`src/rtl/irqc_pkg.sv`:
```
package irqc_pkg;

    typedef enum logic [1:0] {
        SEL_MASK     = 2'd0,
        SEL_TRIGGER  = 2'd1,
        SEL_POLARITY = 2'd2,
        SEL_PEND_CLR = 2'd3
    } reg_sel_e;

    localparam int unsigned SYNC_STAGES = 2;

endpackage

```
`src/rtl/irqc_sync.sv`:
```
module irqc_sync #(
    parameter int unsigned N_SRC  = 8,
    parameter int unsigned STAGES = 2
) (
    input  logic             clk_i,
    input  logic             rst_ni,
    input  logic [N_SRC-1:0] async_i,
    output logic [N_SRC-1:0] sync_o
);

    typedef struct packed {
        logic [STAGES-1:0][N_SRC-1:0] stage;
    } sync_state_t;

    sync_state_t st_d, st_q;

    always_comb begin
        st_d = st_q;
        st_d.stage[0] = async_i;
        for (int k = 1; k < STAGES; k++) begin
            st_d.stage[k] = st_q.stage[k-1];
        end
    end

    always_ff @(posedge clk_i or negedge rst_ni) begin
        if (!rst_ni) begin
            st_q <= '0;
        end else begin
            st_q <= st_d;
        end
    end

    assign sync_o = st_q.stage[STAGES-1];

endmodule

```
`src/rtl/irqc_cfg.sv`:
```
module irqc_cfg
    import irqc_pkg::*;
#(
    parameter int unsigned N_SRC            = 8,
    parameter bit          MASK_SET_ENABLES = 1'b1
) (
    input  logic             clk_i,
    input  logic             rst_ni,
    input  logic             wr_en_i,
    input  logic [1:0]       wr_sel_i,
    input  logic [N_SRC-1:0] wr_data_i,
    output logic [N_SRC-1:0] enable_o,
    output logic [N_SRC-1:0] mode_o,
    output logic [N_SRC-1:0] pol_o,
    output logic [N_SRC-1:0] w1c_o
);

    localparam logic [N_SRC-1:0] MASK_RST = MASK_SET_ENABLES ? '0 : '1;

    typedef struct packed {
        logic [N_SRC-1:0] mask;
        logic [N_SRC-1:0] mode;
        logic [N_SRC-1:0] pol;
    } cfg_state_t;

    cfg_state_t st_d, st_q;
    reg_sel_e   sel;

    assign sel = reg_sel_e'(wr_sel_i);

    always_comb begin
        st_d  = st_q;
        w1c_o = '0;
        if (wr_en_i) begin
            unique case (sel)
                SEL_MASK:     st_d.mask = wr_data_i;
                SEL_TRIGGER:  st_d.mode = wr_data_i;
                SEL_POLARITY: st_d.pol  = wr_data_i;
                SEL_PEND_CLR: w1c_o     = wr_data_i;
                default:      st_d      = st_q;
            endcase
        end
    end

    always_ff @(posedge clk_i or negedge rst_ni) begin
        if (!rst_ni) begin
            st_q.mask <= MASK_RST;
            st_q.mode <= '0;
            st_q.pol  <= '0;
        end else begin
            st_q <= st_d;
        end
    end

    generate
        if (MASK_SET_ENABLES) begin : g_mask_enables
            assign enable_o = st_q.mask;
        end else begin : g_mask_disables
            assign enable_o = ~st_q.mask;
        end
    endgenerate

    assign mode_o = st_q.mode;
    assign pol_o  = st_q.pol;

    AST_MASK_HELD: assert property (@(posedge clk_i) disable iff (!rst_ni)
        !(wr_en_i && (sel == SEL_MASK)) |=> $stable(st_q.mask));

endmodule

```
`src/rtl/irqc_pend.sv`:
```
module irqc_pend #(
    parameter int unsigned N_SRC = 8
) (
    input  logic             clk_i,
    input  logic             rst_ni,
    input  logic [N_SRC-1:0] sync_i,
    input  logic [N_SRC-1:0] mode_i,
    input  logic [N_SRC-1:0] pol_i,
    input  logic [N_SRC-1:0] clr_i,
    output logic [N_SRC-1:0] req_o
);

    typedef struct packed {
        logic [N_SRC-1:0] prev;
        logic [N_SRC-1:0] pend;
    } pend_state_t;

    pend_state_t      st_d, st_q;
    logic [N_SRC-1:0] rise, fall, edge_ev, lvl_act;

    always_comb begin
        rise    = sync_i & ~st_q.prev;
        fall    = ~sync_i & st_q.prev;
        edge_ev = mode_i & ((rise & ~pol_i) | (fall & pol_i));
        lvl_act = sync_i ^ pol_i;

        st_d      = st_q;
        st_d.prev = sync_i;
        st_d.pend = mode_i & ((st_q.pend & ~clr_i) | edge_ev);

        req_o = (mode_i & st_q.pend) | (~mode_i & lvl_act);
    end

    always_ff @(posedge clk_i or negedge rst_ni) begin
        if (!rst_ni) begin
            st_q <= '0;
        end else begin
            st_q <= st_d;
        end
    end

    AST_PEND_STICKY: assert property (@(posedge clk_i) disable iff (!rst_ni)
        (|(st_q.pend & ~clr_i & mode_i)) |=>
        (($past(st_q.pend & ~clr_i & mode_i) & ~st_q.pend) == '0));

    AST_SET_BEATS_CLR: assert property (@(posedge clk_i) disable iff (!rst_ni)
        (|(clr_i & edge_ev)) |=>
        ((st_q.pend & $past(clr_i & edge_ev)) == $past(clr_i & edge_ev)));

    AST_LEVEL_NO_LATCH: assert property (@(posedge clk_i) disable iff (!rst_ni)
        (|(~mode_i)) |=> ((st_q.pend & $past(~mode_i)) == '0));

endmodule

```
`src/rtl/irqc_prio.sv`:
```
module irqc_prio #(
    parameter int unsigned N_SRC = 8,
    parameter int unsigned ID_W  = 3
) (
    input  logic [N_SRC-1:0] active_i,
    output logic             valid_o,
    output logic [ID_W-1:0]  id_o
);

    always_comb begin
        valid_o = |active_i;
        id_o    = '0;
        for (int i = N_SRC - 1; i >= 0; i--) begin
            if (active_i[i]) begin
                id_o = ID_W'(i);
            end
        end
    end

endmodule

```
`src/rtl/irq_gather.sv`:
```
module irq_gather
    import irqc_pkg::*;
#(
    parameter int unsigned N_SRC            = 8,
    parameter bit          MASK_SET_ENABLES = 1'b1,
    localparam int unsigned ID_W            = (N_SRC > 1) ? $clog2(N_SRC) : 1
) (
    input  logic             clk_i,
    input  logic             rst_ni,
    input  logic [N_SRC-1:0] irq_lines_i,
    input  logic             wr_en_i,
    input  logic [1:0]       wr_sel_i,
    input  logic [N_SRC-1:0] wr_data_i,
    input  logic             ack_i,
    input  logic [ID_W-1:0]  ack_id_i,
    output logic             irq_valid_o,
    output logic [ID_W-1:0]  irq_id_o
);

    logic [N_SRC-1:0] sync_lines;
    logic [N_SRC-1:0] enable, mode, pol, w1c;
    logic [N_SRC-1:0] ack_vec, clr_vec;
    logic [N_SRC-1:0] req, active;

    irqc_sync #(
        .N_SRC (N_SRC),
        .STAGES(SYNC_STAGES)
    ) i_sync (
        .clk_i  (clk_i),
        .rst_ni (rst_ni),
        .async_i(irq_lines_i),
        .sync_o (sync_lines)
    );

    irqc_cfg #(
        .N_SRC           (N_SRC),
        .MASK_SET_ENABLES(MASK_SET_ENABLES)
    ) i_cfg (
        .clk_i    (clk_i),
        .rst_ni   (rst_ni),
        .wr_en_i  (wr_en_i),
        .wr_sel_i (wr_sel_i),
        .wr_data_i(wr_data_i),
        .enable_o (enable),
        .mode_o   (mode),
        .pol_o    (pol),
        .w1c_o    (w1c)
    );

    always_comb begin
        ack_vec = ack_i ? (N_SRC'(1) << ack_id_i) : '0;
        clr_vec = w1c | ack_vec;
    end

    irqc_pend #(
        .N_SRC(N_SRC)
    ) i_pend (
        .clk_i (clk_i),
        .rst_ni(rst_ni),
        .sync_i(sync_lines),
        .mode_i(mode),
        .pol_i (pol),
        .clr_i (clr_vec),
        .req_o (req)
    );

    assign active = req & enable;

    irqc_prio #(
        .N_SRC(N_SRC),
        .ID_W (ID_W)
    ) i_prio (
        .active_i(active),
        .valid_o (irq_valid_o),
        .id_o    (irq_id_o)
    );

    AST_WINNER_ACTIVE: assert property (@(posedge clk_i) disable iff (!rst_ni)
        irq_valid_o |-> active[irq_id_o]);

    AST_WINNER_LOWEST: assert property (@(posedge clk_i) disable iff (!rst_ni)
        irq_valid_o |-> ((active & ((N_SRC'(1) << irq_id_o) - N_SRC'(1))) == '0));

    AST_IDLE_QUIET: assert property (@(posedge clk_i) disable iff (!rst_ni)
        (active == '0) |-> !irq_valid_o);

endmodule

```
`config.mk`:
```
export PLATFORM = sky130hd
export DESIGN_NAME = irq_gather
export DESIGN_NICKNAME = d
export VERILOG_FILES = /design/src/rtl/irqc_pkg.sv /design/src/rtl/irqc_sync.sv /design/src/rtl/irqc_cfg.sv /design/src/rtl/irqc_pend.sv /design/src/rtl/irqc_prio.sv /design/src/rtl/irq_gather.sv
export SDC_FILE = /design/constraint.sdc
export NUM_CORES = 1
export LEC_CHECK = 0
export ABC_CLOCK_PERIOD_IN_PS = 1700
export BUFFER_PORTS_ARGS = -buffer_cell sky130_fd_sc_hd__buf_2
export CAP_MARGIN = 5
export CORE_AREA = 2 2 74 76
export CTS_CLUSTER_SIZE = 28
export DETAILED_ROUTE_END_ITERATION = 16
export DIE_AREA = 0 0 76 78
export PLACE_DENSITY = 0.66
export SLEW_MARGIN = 15
export SYNTH_ARGS = -nofsm -noshare
export SYNTH_HDL_FRONTEND = slang
export SYNTH_HIERARCHICAL = 1
export SYNTH_SLANG_ARGS = --single-unit
```
`constraint.sdc`:
```
create_clock -name clk_i -period 1.7 [get_ports clk_i]
set_input_delay 0.255 -clock clk_i [delete_from_list [all_inputs] [get_ports clk_i]]
set_output_delay 0.255 -clock clk_i [all_outputs]
set_load 0.01 [all_outputs]
```
==> results.sh, run 1 <==
export IMPL_worstSetupEndpoint="irq_id_o[2]"
export IMPL_synth_top_cell_area_share_pct=59.2
export IMPL_synth_edf_count=0
export IMPL_core_area_um2=5040
export IMPL_synthTopCellsByArea="dfrtp_1, mux2_2, and2_1, xnor2_1, nand4bb_1"
export IMPL_grtUsageTotal_pct=17.4
export IMPL_async_flop_share_pct=100
export IMPL_p_comb_share_pct=22.7
export IMPL_p_per_area_nw_per_um2=1110
export IMPL_yosysMostFrequentCell="dfrtp_1"
export IMPL_antenna_found_initial=0
export IMPL_post_route_worst_setup_slack_ns=-0.296
export IMPL_final_cell_count_no_fill=295
export IMPL_worstSetupStartpoint="i_cfg/pol_o[5]"
export IMPL_io_pins=29
export IMPL_nets=249
export IMPL_yosysUniqueCellTypes=28
export IMPL_fillers=428
export IMPL_drt_total_wl_mm=4.67
export IMPL_synth_area_um2=2370
export IMPL_clkSlewWorstSetupHoldPaths_ns=0.09
export IMPL_path_class="register to primary output"
export IMPL_grt_overflow=0
export IMPL_regArea_um2=1400
export IMPL_first_pass_iters=4
export IMPL_fin_skew_ns=0.00331
export IMPL_p_leak_nw=1.29
export IMPL_die_x_um=76
export IMPL_clock_latency_ns=0.30
export IMPL_slew_headroom_pct=68.3
export IMPL_dieHeight_um=78
export IMPL_ys_warn_count=6
export IMPL_slew_viol_final=0
export IMPL_fin_crit_ns=2.00
export IMPL_cp_end_kind="primary output"
export IMPL_synthTopCellsByCount="dfrtp_1, mux2_2, and2_1, o21ai_0"
export IMPL_ctsLongestPathBuffers=2
export IMPL_dp_cells=281
export IMPL_worst_path_max_fanout=3
export IMPL_synth_flop_cell="dfrtp_1"
export IMPL_yosys_area_top_type="dfrtp_1"
export IMPL_ant_nets=0
export IMPL_switchingPower_mw=0.834
export IMPL_place_area_um2=2670
export IMPL_r2r_start="i_sync/sync_o[7]"
export IMPL_arrival_ns=1.74
export IMPL_cts_tree="done"
export IMPL_root_buffer="clkbuf_8"
export IMPL_holdCritPathClass="input pin to register"
export IMPL_multi_input_area_um2=992
export IMPL_syn_inst=175
export IMPL_ys_ff_latch=56
export IMPL_clkPwrFrac_pct=26.2
export IMPL_fmax_mhz=501
export IMPL_h_tree_depth=2
export IMPL_peakVddDrop_v=0.000490
export IMPL_rsz0062_at_grt="true"
export IMPL_seqPwrFrac_pct=51.1
export IMPL_grt_pass1_vias=1698
export IMPL_numPortBuffers=28
export IMPL_worst_slew_pin_slew_ns=0.474
export IMPL_vias=1591
export IMPL_area_growth_pct=20.8
export IMPL_cts_sinks=56
export IMPL_period_share_pct=117
export IMPL_setup_viol=4
export IMPL_grt_pass1_wl_mm=8.12
export IMPL_violations="setup timing"
export IMPL_worstRegToRegCells=3
export IMPL_intPower_mw=2.34
export IMPL_fin_util_pct=56.7
export IMPL_cp_required_ns=1.44
export IMPL_rows=26
export IMPL_initial_core_util_pct=46.9
export IMPL_reg2reg_slack_ns=0.64
export IMPL_cp_start_kind="register"
export IMPL_max_cap_viol_count=0
export IMPL_final_hold_viol_count=0
export IMPL_synth_nets=200
export IMPL_routedWlPerCell_um=15.8
export IMPL_grt_max_degree=57
export IMPL_dieArea_um2=5930
export IMPL_avgSynthCellArea_um2=13.5
export IMPL_final_cell_area_um2=2860
export IMPL_viasPerCell=5.39
export IMPL_drive_gt1_share_pct=38.7
export IMPL_status="complete, but fails checks"
export IMPL_gp_congestion=0.708
export IMPL_netSwitchingFraction_pct=26.2
export IMPL_drtIter0Drc=89
export IMPL_drc_errors=0
export IMPL_seq_area_frac_synth_pct=59.2
export IMPL_dp_final_hpwl_mm=3.34
export IMPL_whs_ns=0.0527
export IMPL_antennaDiodeCount=0
export IMPL_r2r_end="i_pend/st_q[7]"
export IMPL_cts_buffers=5
## state kept, by name (all words and copies together), names as in the netlist
signal          count
i_cfg/mode_o        8
i_cfg/enable_o      8
i_sync/sync_o       8
i_pend/st_q        16
i_cfg/pol_o         8
i_sync/st_d         8
## cell usage in the layout, fill, tap and decap left out, types with 2 or more instances in the layout
cell type / instances
a31o_1: 4
a41o_1: 3
and2_1: 11
and2_4: 5
and3b_1: 3
buf_2: 28
buf_4: 12
clkbuf_8: 5
dfrtp_1: 56
inv_1: 3
mux2_2: 24
nand2_1: 8
nand3b_2: 2
nand4b_1: 6
nand4bb_1: 6
nor2_1: 2
nor2_2: 2
nor2b_1: 3
nor3b_1: 2
o211ai_1: 6
o21ai_0: 5
o21ai_1: 4
o31a_1: 2
xnor2_1: 8
## worst max-delay path, cell delays in order, from the launching register on
cell	delay, ns
dfrtp_1	0.41
xnor2_1	0.17
o21ai_1	0.08
and2_4	0.15
nor4_4	0.29
and3b_1	0.21
buf_2	0.13
## layout make-up
cell class | instances | share of cell area [%]
sequential | 56 | 49.0
multi-input combinational | 116 | 34.7
timing repair buffer | 42 | 9.10
tap | 70 | 3.06
clock buffer | 6 | 2.54
clock inverter | 2 | 1.22
inverter | 3 | 0.394
## repair_timing
item	in CTS	in global routing
hold buffers	1	0
hold endpoints to repair	56	0
endpoints found under the setup margin	4	4
pin swaps	5	4
gates cloned	0	0
resized for setup	10	6
setup buffers	4	1
## per-stage QoR
step	setup slack, ns	power (mW)	TNS (ns)
5_1_grt	-0.434	3.38	-1.53
4_1_cts	-0.323	3.18	-1.04
6_report	-0.296	3.18	-0.978
3_3_place_gp	-0.0171	2.23	-0.0171
3_5_place_dp	-0.0694	2.28	-0.0694
2_1_floorplan	0.127	2.01	0
## logic make-up (layout without fill, tap and decap cells)
| kind of cell | count (synthesis) | in the layout | synth area share (%) |
|---|---|---|---|
| DFF | 56 | 56 | 59.2 |
| and+or+nand+nor | 55 | 55 | 17.1 |
| AOI/OAI and AO/OA | 29 | 29 | 8.83 |
| muxes | 24 | 24 | 11.4 |
| xor gates and xnor gates | 8 | 8 | 2.96 |
| buffers and inverters | 3 | 53 | 0.476 |
## layer usage
layer  vias to the layer above  part of all wire (%)  track usage [%]
met5                         -                     0                0
met4                         0                  0.32             4.36
met3                         2                   4.8             4.53
met2                        42                    51             29.2
met1                       805                    44             22.7
li1                        742                     -                -
## power by group through the flow
stage          logic, mW  clock network, mW  registers (mW)
2_1_floorplan      0.391                  0            1.62
3_3_place_gp       0.601                  0            1.63
3_5_place_dp       0.623                  0            1.65
4_1_cts            0.692              0.861            1.63
5_1_grt            0.801              0.933            1.65
6_report           0.720              0.833            1.63
## worst min path at each step
stage | cells after the start | startpoint | endpoint
5_1_grt | 1 | irq_lines_i[0] | i_sync/st_d[8]
2_1_floorplan | 0 | rst_ni | i_cfg/enable_o[0]
3_3_place_gp | 2 | rst_ni | i_sync/sync_o[1]
3_5_place_dp | 2 | rst_ni | i_sync/st_d[9]
6_report | 1 | irq_lines_i[3] | i_sync/st_d[11]
4_1_cts | 1 | irq_lines_i[3] | i_sync/st_d[11]
Note: power is estimated with default switching activity, not from simulation.
==> run 2, diff against run 1 <==
==> constraint.sdc (replaced) <==
create_clock -name clk_i -period 1.7 [get_ports clk_i]
set_input_delay 0.34 -clock clk_i [delete_from_list [all_inputs] [get_ports clk_i]]
set_output_delay 0.34 -clock clk_i [all_outputs]
set_load 0.01 [all_outputs]
==> run 2 against run 1 <==
Effect of this change:
- the flow still finishes with violations (setup timing)
- die area stayed put
- combinational power up 12%
- setup slack got worse by 0.080 ns
- maximum frequency shrank 3.8%
- clock-buffer cell count rose by 2
- critical path type unchanged
- largest power group unchanged
==> results.sh, run 2 (synthesis gave the netlist of run 1 again) <==
export IMPL_cts_buffers=5
export IMPL_cp_required_ns=1.36
export IMPL_fin_setup_tns_ns=-1.22
export IMPL_numPortBuffers=28
export IMPL_antennaDiodeCount=0
export IMPL_drive_gt1_share_pct=43.0
export IMPL_power_mw=3.15
export IMPL_p_leak_nw=1.35
export IMPL_critPathTopFamily="simple AND/OR/NAND/NOR gates"
export IMPL_io_pins=29
export IMPL_drt_total_wl_mm=4.81
export IMPL_peakVddDrop_v=0.000556
export IMPL_max_stage_delay_ns=0.41
export IMPL_fmax_mhz=482
export IMPL_fin_skew_ns=0.00291
export IMPL_cp_start_kind="register"
export IMPL_place_area_um2=2710
export IMPL_largest_reg_flops=16
export IMPL_met2_usage_pct=28.5
export IMPL_rows=26
export IMPL_holdCritPathClass="input pin to async pin"
export IMPL_first_pass_iters=4
export IMPL_period_share_pct=122
export IMPL_drtIter0Drc=95
export IMPL_violations="setup timing"
export IMPL_final_cell_mix="dfrtp_1, buf_2, buf_4, mux2_2"
export IMPL_viasPerCell=5.22
export IMPL_antenna_found_initial=0
export IMPL_largest_register="i_pend/st_q"
export IMPL_critical_path_buf_inv_count=1
export IMPL_dieHeight_um=78
export IMPL_whs_ns=0.0174
export IMPL_slew_viol_final=0
export IMPL_routedWlPerCell_um=15.7
export IMPL_clock_latency_ns=0.30
export IMPL_h_tree_depth=2
export IMPL_cp_slowest_cell="dfrtp_1"
export IMPL_top_usage_layer="met2"
export IMPL_cts_tree="done"
export IMPL_dp_final_hpwl_mm=3.35
export IMPL_status="complete, but fails checks"
export IMPL_slew_headroom_pct=78.3
export IMPL_cp_cell_sequence="xnor2_1, o21ai_1, and2_4, nor4_4, and3b_1, buf_2"
export IMPL_grtUsageTotal_pct=17.2
export IMPL_initial_core_util_pct=46.9
export IMPL_layout_commonest_cell="dfrtp_1"
export IMPL_cp_depth=6
export IMPL_setup_viol=4
export IMPL_met3_usage_pct=4.53
export IMPL_rsz0062_at_grt="true"
export IMPL_arrival_ns=1.74
export IMPL_core_area_um2=5040
export IMPL_ctsLongestPathBuffers=2
export IMPL_grt_max_degree=57
export IMPL_final_hold_viol_count=0
export IMPL_grt_overflow=0
export IMPL_dieArea_um2=5930
export IMPL_worst_path_max_fanout=3
export IMPL_reg2reg_slack_ns=0.53
export IMPL_met1_usage_pct=21.8
export IMPL_r2r_end="i_pend/st_q[6]"
export IMPL_vias=1604
export IMPL_worstSetupEndpoint="irq_id_o[2]"
export IMPL_max_cap_viol_count=0
export IMPL_gp_congestion=0.778
export IMPL_grt_pass1_wl_mm=8.05
export IMPL_post_route_worst_setup_slack_ns=-0.376
export IMPL_cp_end_kind="primary output"
export IMPL_die_x_um=76
export IMPL_fin_crit_ns=2.08
export IMPL_area_growth_pct=24.3
export IMPL_root_buffer="clkbuf_8"
export IMPL_grt_pass1_vias=1675
export IMPL_cts_sinks=56
export IMPL_r2r_start="i_cfg/pol_o[6]"
export IMPL_drc_errors=0
export IMPL_clkSlewWorstSetupHoldPaths_ns=0.09
export IMPL_worst_slew_pin_slew_ns=0.323
export IMPL_nets=261
export IMPL_worstSetupStartpoint="i_cfg/pol_o[6]"
export IMPL_path_class="register to primary output"
export IMPL_worstRegToRegCells=4
export IMPL_p_per_area_nw_per_um2=1070
export IMPL_final_cell_area_um2=2940
export IMPL_ant_nets=0
run 2: metal layers:
| metal | up-vias | routed length, um |
|---|---|---|
| met3 | 6 | 217 |
| met4 | 0 | 63 |
| met1 | 804 | 2160 |
| met5 | - | 0 |
| met2 | 35 | 2360 |
| li1 | 759 | - |
run 2: worst min path at each step:
| stage | from | endpoint | cells after the start |
|---|---|---|---|
| final | rst_ni | i_cfg/pol_o[5] | 2 |
| after global routing | rst_ni | i_pend/st_q[5] | 2 |
| after CTS | rst_ni | i_cfg/pol_o[1] | 2 |
| after detailed placement | i_sync/st_d[11] | i_sync/sync_o[3] | 0 |
| after global placement | i_sync/st_d[8] | i_sync/sync_o[0] | 0 |
| after floorplan | rst_ni | i_cfg/enable_o[0] | 0 |
run 2: area by class of cell:
class | instances | area, um^2
timing repair buffer | 54 | 348
multi-input combinational | 116 | 1000
tap | 70 | 87.6
sequential | 56 | 1400
fill | 403 | 2100
clock buffer | 8 | 90.1
inverter | 3 | 11.3
run 2: what timing repair did:
action / 4_1_cts / 5_1_grt
resized for setup: 15 / 7
endpoints found under the setup margin: 4 / 4
cloned: 0 / 0
pin swaps: 7 / 9
setup buffers: 5 / 7
endpoints found under the hold margin: 0 / 0
hold buffers: 0 / 0
run 2: metrics by stage:
step                worst slack (ns)  std cells  util [%]
floorplan                     0.0417        175         -
global placement             -0.0980        287      53.8
detailed placement            -0.149        287      53.8
CTS                           -0.427        300      57.1
global route                  -0.457        307      58.4
finish                        -0.376        307      58.4
run 2: report_power, final:
group          switching (mW)  internal (mW)  total (mW)
clock network           0.393          0.333       0.726
registers               0.111           1.50        1.62
logic                   0.348          0.460       0.808
==> run 3, diff against run 2 <==
--- a/config.mk
+++ b/config.mk
@@ -12,9 +12,7 @@
 export CTS_CLUSTER_SIZE = 28
 export DETAILED_ROUTE_END_ITERATION = 16
 export DIE_AREA = 0 0 76 78
-export PLACE_DENSITY = 0.66
 export SLEW_MARGIN = 15
 export SYNTH_ARGS = -nofsm -noshare
 export SYNTH_HDL_FRONTEND = slang
-export SYNTH_HIERARCHICAL = 1
 export SYNTH_SLANG_ARGS = --single-unit
==> run 3 against run 2 <==
Effect of this change:
- the run still ends with setup timing left
- combinational power is 15% lower
- largest power group unchanged
- highest routed layer unchanged
- non-clock buffer count fell by 10
- synthesized cell count fell by 3.4%
- global-route usage fell by 0.13 points
- critical path depth shrank 1
- maximum frequency rose by 1.6%
- routed wire length down 6.5%
- sequential share of layout area increased by 3.2 points
==> results.sh, run 3 <==
export IMPL_status="complete, but fails checks"
export IMPL_violations="setup timing"
export IMPL_grt_pass1_wl_mm=7.77
export IMPL_nets=244
export IMPL_max_stage_delay_ns=0.41
export IMPL_slew_headroom_pct=73.4
export IMPL_grtUsageTotal_pct=17.0
export IMPL_synthTopCellsByArea="dfrtp_1, mux2_2, nand2b_1, xor2_1, o31a_1"
export IMPL_cp_start_kind="register"
export IMPL_cts_buffers=5
export IMPL_synth_area_um2=2320
export IMPL_layout_commonest_cell="dfrtp_1"
export IMPL_gp_congestion=0.816
export IMPL_arrival_ns=1.70
export IMPL_final_cell_mix="dfrtp_1, buf_2, mux2_2, buf_4, nand2b_1"
export IMPL_yosys_area_top_type="dfrtp_1"
export IMPL_fin_crit_ns=2.04
export IMPL_core_area_um2=5040
export IMPL_clkSlewWorstSetupHoldPaths_ns=0.10
export IMPL_antenna_found_initial=0
export IMPL_critPathTopFamily="flip-flops"
export IMPL_ctsLongestPathBuffers=2
export IMPL_rows=26
export IMPL_place_area_um2=2630
export IMPL_p_per_area_nw_per_um2=1090
export IMPL_rsz0062_at_grt="true"
export IMPL_clock_latency_ns=0.30
export IMPL_syn_inst=169
export IMPL_cp_cell_sequence="xor2_1, o211ai_1, nand4b_1, or2_1, buf_2"
export IMPL_synth_flop_cell="dfrtp_1"
export IMPL_synthTopCellsByCount="dfrtp_1, mux2_2, nand2b_1"
export IMPL_cp_slowest_cell="dfrtp_1"
export IMPL_worst_path_max_fanout=3
export IMPL_avgSynthCellArea_um2=13.7
export IMPL_routedWlPerCell_um=15.5
export IMPL_worstSetupStartpoint="i_cfg.pol_o[4]"
export IMPL_drc_errors=0
export IMPL_area_growth_pct=19.1
export IMPL_root_buffer="clkbuf_8"
export IMPL_cp_required_ns=1.36
export IMPL_vias=1511
export IMPL_cts_tree="done"
export IMPL_path_class="register to primary output"
export IMPL_initial_core_util_pct=45.9
export IMPL_slew_viol_final=0
export IMPL_first_pass_iters=4
export IMPL_cts_sinks=56
export IMPL_fin_setup_tns_ns=-1.19
export IMPL_post_route_worst_setup_slack_ns=-0.343
export IMPL_yosysMostFrequentCell="dfrtp_1"
export IMPL_grt_overflow=0
export IMPL_fmax_mhz=490
export IMPL_peakVddDrop_v=0.000501
export IMPL_h_tree_depth=2
export IMPL_final_hold_viol_count=0
export IMPL_final_cell_area_um2=2760
export IMPL_viasPerCell=5.21
export IMPL_drt_total_wl_mm=4.50
export IMPL_drtIter0Drc=60
export IMPL_worst_slew_pin_slew_ns=0.399
export IMPL_fin_skew_ns=0.00971
export IMPL_multi_input_area_um2=907
export IMPL_synth_edf_count=0
export IMPL_period_share_pct=120
export IMPL_setup_viol=4
export IMPL_critical_path_buf_inv_count=1
export IMPL_largest_register="i_pend.st_q"
export IMPL_r2r_start="i_cfg.pol_o[4]"
export IMPL_async_flop_share_pct=100
export IMPL_grt_pass1_vias=1662
export IMPL_fin_util_pct=54.7
export IMPL_p_leak_nw=1.26
export IMPL_fillers=448
export IMPL_max_cap_viol_count=0
export IMPL_largest_reg_flops=16
export IMPL_cp_end_kind="primary output"
export IMPL_die_x_um=76
export IMPL_holdCritPathClass="input pin to async pin"
export IMPL_synth_nets=194
export IMPL_antennaDiodeCount=0
export IMPL_seq_area_frac_synth_pct=60.5
export IMPL_regArea_um2=1400
export IMPL_numPortBuffers=28
export IMPL_yosysUniqueCellTypes=29
export IMPL_synth_top_cell_area_share_pct=60.5
export IMPL_dieHeight_um=78
export IMPL_io_pins=29
export IMPL_grt_max_degree=57
export IMPL_dieArea_um2=5930
export IMPL_ys_ff_latch=56
export IMPL_ant_nets=0
export IMPL_drive_gt1_share_pct=36.4
export IMPL_dp_final_hpwl_mm=3.34
export IMPL_ys_warn_count=0
export IMPL_whs_ns=0.0157
export IMPL_power_mw=3.01
run 3: path summary, 6_finish.rpt:
check,endpoint,slack [ns],cells after the start
max,irq_valid_o,-0.34,5
min,i_cfg.enable_o[0],0.02,2
max reg2reg,i_pend.st_q[4],0.59,3
min reg2reg,i_sync.sync_o[0],0.36,0
max in group asynchronous,i_sync.sync_o[7],1.45,2
min in group clk_i,i_sync.st_d[11],0.13,1
run 3: final cells by class:
cell class	instances	area share [%]
Sequential cell	56	50.8
Multi-Input combinational cell	112	32.9
Tap cell	70	3.18
Clock buffer	6	2.63
Clock inverter	2	0.590
Timing Repair Buffer	44	9.89
run 3: logic make-up after synthesis:
| group | synth area share (%) |
|---|---|
| multiplexers | 11.7 |
| buffers and inverters | 0.324 |
| XOR/XNOR | 3.03 |
| AND/OR/NAND/NOR | 13.0 |
| flip-flops | 60.5 |
| AO/OA/AOI/OAI | 11.5 |
run 3: per-layer routing:
layer	track usage [%]	part of all wire (%)
met1	21.2	46
met5	0	0
met4	7.09	1.4
met3	4.65	4.7
met2	28.3	48
run 3: power by group:
group / total [mW] / internal (mW) / switching [mW] / leakage (nW)
registers: 1.62 / 1.50 / 0.120 / 0.670
logic: 0.684 / 0.374 / 0.311 / 0.553
clock network: 0.705 / 0.294 / 0.411 / 0.0414
total: 3.01 / 2.17 / 0.841 / 1.26
run 3: what timing repair did:
action | in CTS | in global routing
setup buffers | 2 | 3
hold buffers | 0 | 0
pin swaps | 3 | 4
hold endpoints to repair | 0 | 0
resized for setup | 0 | 1
endpoints found under the setup margin | 4 | 4
run 3: stage by stage:
stage,worst slack [ns],instances
after floorplan,0.175,169
after global placement,-0.0193,277
after detailed placement,-0.0512,277
after CTS,-0.368,287
after global routing,-0.479,290
final,-0.343,290
